===== config.mk =====
export PLATFORM = sky130hd
export DESIGN_NAME = rise_trig_top
export DESIGN_NICKNAME = d
export VERILOG_FILES = /design/src/rtl/rise_trig_pkg.sv /design/src/rtl/rise_sync.sv /design/src/rtl/rise_alias_regs.sv /design/src/rtl/rise_edge_evt.sv /design/src/rtl/rise_trig_top.sv
export SDC_FILE = /design/constraint.sdc
export NUM_CORES = 1
export LEC_CHECK = 0
export BUFFER_PORTS_ARGS = -buffer_cell sky130_fd_sc_hd__buf_2
export CAP_MARGIN = 10
export CELL_PAD_IN_SITES_DETAIL_PLACEMENT = 0
export CELL_PAD_IN_SITES_GLOBAL_PLACEMENT = 1
export CORE_MARGIN = 2
export CORE_UTILIZATION = 40
export DETAILED_ROUTE_END_ITERATION = 12
export GPL_TIMING_DRIVEN = 1
export PLACE_DENSITY = 0.93
export SLEW_MARGIN = 30
export SYNTH_ARGS = -nofsm -noshare
export SYNTH_HDL_FRONTEND = slang
export SYNTH_SLANG_ARGS = --single-unit

===== constraint.sdc =====
create_clock -name clk -period 2.2 [get_ports clk]
set_input_delay 0.22 -clock clk [delete_from_list [all_inputs] [get_ports clk]]
set_output_delay 0.22 -clock clk [all_outputs]
set_load 0.01 [all_outputs]

===== src/rtl/rise_trig_pkg.sv =====
package rise_trig_pkg;

    localparam logic [31:0] ARM_OFS    = 32'h0;
    localparam logic [31:0] DISARM_OFS = 32'h4;

    typedef enum logic [1:0] {
        SEL_NONE,
        SEL_ARM,
        SEL_DISARM
    } alias_sel_e;

    function automatic alias_sel_e decode_alias(input logic [31:0] ofs);
        if (ofs == ARM_OFS)
            return SEL_ARM;
        else if (ofs == DISARM_OFS)
            return SEL_DISARM;
        else
            return SEL_NONE;
    endfunction

endpackage


===== src/rtl/rise_sync.sv =====
module rise_sync #(
    parameter int WIDTH  = 16,
    parameter int STAGES = 2
) (
    input  logic             clk,
    input  logic             rst,
    input  logic [WIDTH-1:0] async_i,
    output logic [WIDTH-1:0] sync_o
);
    logic [WIDTH-1:0] stage_q [STAGES];

    always_ff @(posedge clk) begin
        if (rst)
            stage_q[0] <= '0;
        else
            stage_q[0] <= async_i;
    end

    for (genvar s = 1; s < STAGES; s++) begin : g_stage
        always_ff @(posedge clk) begin
            if (rst)
                stage_q[s] <= '0;
            else
                stage_q[s] <= stage_q[s-1];
        end
    end

    assign sync_o = stage_q[STAGES-1];
endmodule


===== src/rtl/rise_alias_regs.sv =====
module rise_alias_regs
    import rise_trig_pkg::*;
#(
    parameter int NUM_PINS = 16,
    parameter int DATA_W   = 32,
    parameter int ADDR_W   = 4
) (
    input  logic                clk,
    input  logic                rst,
    input  logic [ADDR_W-1:0]   addr_i,
    input  logic                wr_en_i,
    input  logic [DATA_W-1:0]   wr_data_i,
    input  logic                rd_en_i,
    output logic [DATA_W-1:0]   rd_data_o,
    output logic [NUM_PINS-1:0] mask_o
);
    alias_sel_e          sel;
    logic [NUM_PINS-1:0] wr_bits;
    logic [NUM_PINS-1:0] mask_q;

    assign sel     = decode_alias(32'(addr_i));
    assign wr_bits = wr_data_i[NUM_PINS-1:0];

    always_ff @(posedge clk) begin
        if (rst) begin
            mask_q <= '0;
        end else if (wr_en_i) begin
            case (sel)
                SEL_ARM:    mask_q <= mask_q | wr_bits;
                SEL_DISARM: mask_q <= mask_q & ~wr_bits;
                default:    mask_q <= mask_q;
            endcase
        end
    end

    always_ff @(posedge clk) begin
        if (rst)
            rd_data_o <= '0;
        else if (rd_en_i && sel != SEL_NONE)
            rd_data_o <= DATA_W'(mask_q);
        else
            rd_data_o <= '0;
    end

    assign mask_o = mask_q;
endmodule


===== src/rtl/rise_edge_evt.sv =====
module rise_edge_evt #(
    parameter int NUM_PINS = 16
) (
    input  logic                clk,
    input  logic                rst,
    input  logic [NUM_PINS-1:0] sync_i,
    input  logic [NUM_PINS-1:0] mask_i,
    output logic [NUM_PINS-1:0] prev_o,
    output logic [NUM_PINS-1:0] evt_o
);
    logic [NUM_PINS-1:0] prev_q;
    logic [NUM_PINS-1:0] rose;

    assign rose = sync_i & ~prev_q;

    always_ff @(posedge clk) begin
        if (rst) begin
            prev_q <= '0;
            evt_o  <= '0;
        end else begin
            prev_q <= sync_i;
            evt_o  <= rose & mask_i;
        end
    end

    assign prev_o = prev_q;
endmodule


===== src/rtl/rise_trig_top.sv =====
module rise_trig_top #(
    parameter int NUM_PINS    = 16,
    parameter int DATA_W      = 32,
    parameter int ADDR_W      = 4,
    parameter int SYNC_STAGES = 2
) (
    input  logic                clk,
    input  logic                rst,
    input  logic [NUM_PINS-1:0] pin_i,
    input  logic [ADDR_W-1:0]   addr_i,
    input  logic                wr_en_i,
    input  logic [DATA_W-1:0]   wr_data_i,
    input  logic                rd_en_i,
    output logic [DATA_W-1:0]   rd_data_o,
    output logic [NUM_PINS-1:0] evt_o
);
    logic [NUM_PINS-1:0] trig_mask;
    logic [NUM_PINS-1:0] pin_sync;
    logic [NUM_PINS-1:0] pin_prev;

    rise_sync #(.WIDTH(NUM_PINS), .STAGES(SYNC_STAGES)) sync_i (
        .clk     (clk),
        .rst     (rst),
        .async_i (pin_i),
        .sync_o  (pin_sync)
    );

    rise_alias_regs #(.NUM_PINS(NUM_PINS), .DATA_W(DATA_W), .ADDR_W(ADDR_W)) regs_i (
        .clk       (clk),
        .rst       (rst),
        .addr_i    (addr_i),
        .wr_en_i   (wr_en_i),
        .wr_data_i (wr_data_i),
        .rd_en_i   (rd_en_i),
        .rd_data_o (rd_data_o),
        .mask_o    (trig_mask)
    );

    rise_edge_evt #(.NUM_PINS(NUM_PINS)) edge_i (
        .clk    (clk),
        .rst    (rst),
        .sync_i (pin_sync),
        .mask_i (trig_mask),
        .prev_o (pin_prev),
        .evt_o  (evt_o)
    );
endmodule


==> results.json <==
{
  "setup_viol": 0,
  "holdCritStartpoint": "wr_data_i[10]",
  "vias": 1752,
  "criticalPathCategory": "in2reg",
  "slew_viol_final": 0,
  "gp_congestion": 0.691,
  "stdcell_area_mm2": 0.00348,
  "ys_seq_area_frac": 0.656,
  "avgRoutedWirePerCell_um": 11.1,
  "die_w_um": 89.6,
  "hold_depth": 2,
  "cts_setup_buffers": 0,
  "cts_inserted_buffers": 9,
  "clk_latency_ns": 0.34,
  "place_area_mm2": 0.00331,
  "post-dp-hpwl_mm": 3.12,
  "ys_seq_elements": 96,
  "synthFlopType": "dfxtp_1",
  "worstPathMaxFanout": 32,
  "cts_tree": "built",
  "portBuffers": 71,
  "rsz0062_at_grt": "false",
  "async_reset_ff_frac": 0,
  "crit_required_ns": 2.44,
  "netlist_area_mm2": 0.00293,
  "wirelength_mm": 4.59,
  "nets": 367,
  "grt_pass1_wl_mm": 6.97,
  "hp-class": "in2reg",
  "cts.clk_slew.worst_paths_ns": 0.09,
  "fin_cells": 414,
  "startpoint": "addr_i[1]",
  "cts_hold_buf": 0,
  "ctsLongestPathBuffers": 2,
  "first_global_vias": 1508,
  "dieArea_mm2": 0.00802,
  "wl_met2_mm": 2.02,
  "ctsResizeCount": 0,
  "fmax_mhz": 906,
  "drive_gt1_frac": 0.283,
  "r2r_cells": 2,
  "status": "finished clean",
  "yosysUniqueCellTypes": 15,
  "cp-end-kind": "flop",
  "ir_worst_vdd_v": 0.000333,
  "grt_antenna_before_repair": 0,
  "wl_met1_mm": 2.21,
  "cts_max_level": 3,
  "hold_viol_final": 0,
  "final_core_util": 0.485,
  "post-route-period-util": 0.502,
  "drtIter0Drc": 28,
  "power.leakage_nw": 1.62,
  "startpoint_type": "primary input",
  "ios": 104,
  "diodes": 0,
  "cts_sinks": 96,
  "final_common_cell": "dfxtp_1",
  "fin_tns_setup_ns": 0,
  "yosysWarnings": 0,
  "drtPass1Iterations": 4,
  "track_usage": 0.117,
  "initial_core_util": 0.408,
  "slew_headroom": 0.562,
  "grt-ovfl-total": 0,
  "drc": 0,
  "final_cell_mix": "dfxtp_1 (96), buf_2 (71), nor2b_1 (30)",
  "ant_nets": 0,
  "cts-root-buf": "clkbuf_8",
  "synth_edf_count": 0,
  "drv_cap": 0,
  "dp_cells": 399,
  "clock_skew_ns": 0.0119,
  "yosysTopAreaCell": "dfxtp_1",
  "holdWs_ns": 0.0775,
  "coreArea_mm2": 0.00718,
  "highest_layer": "met4",
  "synthToLayoutAreaGrowth_pct": 18.9,
  "synthTopCellsByArea": "dfxtp_1 (66%), nor2b_1 (6.4%), a311oi_1 (4.8%)",
  "powerDensity_mw_per_mm2": 838,
  "rrSetupSlack_ns": 1.41,
  "finalCriticalPeriod_ns": 1.10,
  "syn_inst": 241,
  "synth.avg_cell_area_um2": 12.2,
  "synth_top_cell_area_share": 0.656,
  "die_h_um": 89.6,
  "grt_max_degree": 65,
  "row_count": 31,
  "routed-wl-met3_um": 266,
  "crit_arrival_ns": 1.35,
  "tightest_slew_ns": 0.652,
  "vias_per_cell": 4.23
}
==> cells by family after synthesis <==
family / after synthesis / share of synthesized area
AND/OR/NAND/NOR: 83 / 0.207
flip-flops: 96 / 0.656
buffers and inverters: 29 / 0.0607
other: 1 / 0.00128
AO/OA/AOI/OAI: 32 / 0.0752
==> synth_stat cells (2+ instances only) <==
| library cell | n |
|---|---|
| and2b_1 | 18 |
| a311oi_1 | 16 |
| dfxtp_1 | 96 |
| nor2b_1 | 30 |
| buf_4 | 18 |
| buf_1 | 2 |
| clkbuf_1 | 8 |
| and3b_1 | 16 |
| and2_1 | 16 |
| a21oi_1 | 16 |
==> through the flow <==
step | total power, mW | setup WS [ns]
after floorplan | 1.92 | 0.934
after global placement | 1.95 | 0.644
after detailed placement | 1.96 | 0.764
after CTS | 2.95 | 1.11
after global routing | 3.04 | 0.979
final | 2.92 | 1.10
==> per-layer routing <==
metal / track usage / vias to the layer above
li1: - / 906
met1: 0.150 / 778
met2: 0.172 / 61
met3: 0.0356 / 7
met4: 0.0746 / 0
met5: 0 / -
==> final cells by class <==
type | instances | area [um^2]
sequential | 96 | 1920
multi-input combinational | 131 | 895
tap | 99 | 124
fill | 683 | 3690
clock inverter | 3 | 17.5
timing repair buffer | 73 | 370
clock buffer | 12 | 155
==> worst max-delay path, cell delays in order <==
cell and delay [ns]:
buf_2 0.13, nor4b_4 0.26, buf_4 0.34, a21oi_1 0.12, a311oi_1 0.27
==> power breakdown <==
part	switching (mW)	internal, mW
Sequential	0.0108	1.78
Clock	0.541	0.464
Combinational	0.0683	0.0585
==> worst max path at each step <==
stage / end / depth (start not counted)
6_report: flop / 5
5_1_grt: flop / 5
4_1_cts: flop / 5
3_5_place_dp: flop / 5
3_3_place_gp: regs_i.rd_data_o[9] / 3
2_1_floorplan: sync_i.stage_q[1][2] / 4
Note: power is estimated with default switching activity, not from simulation.
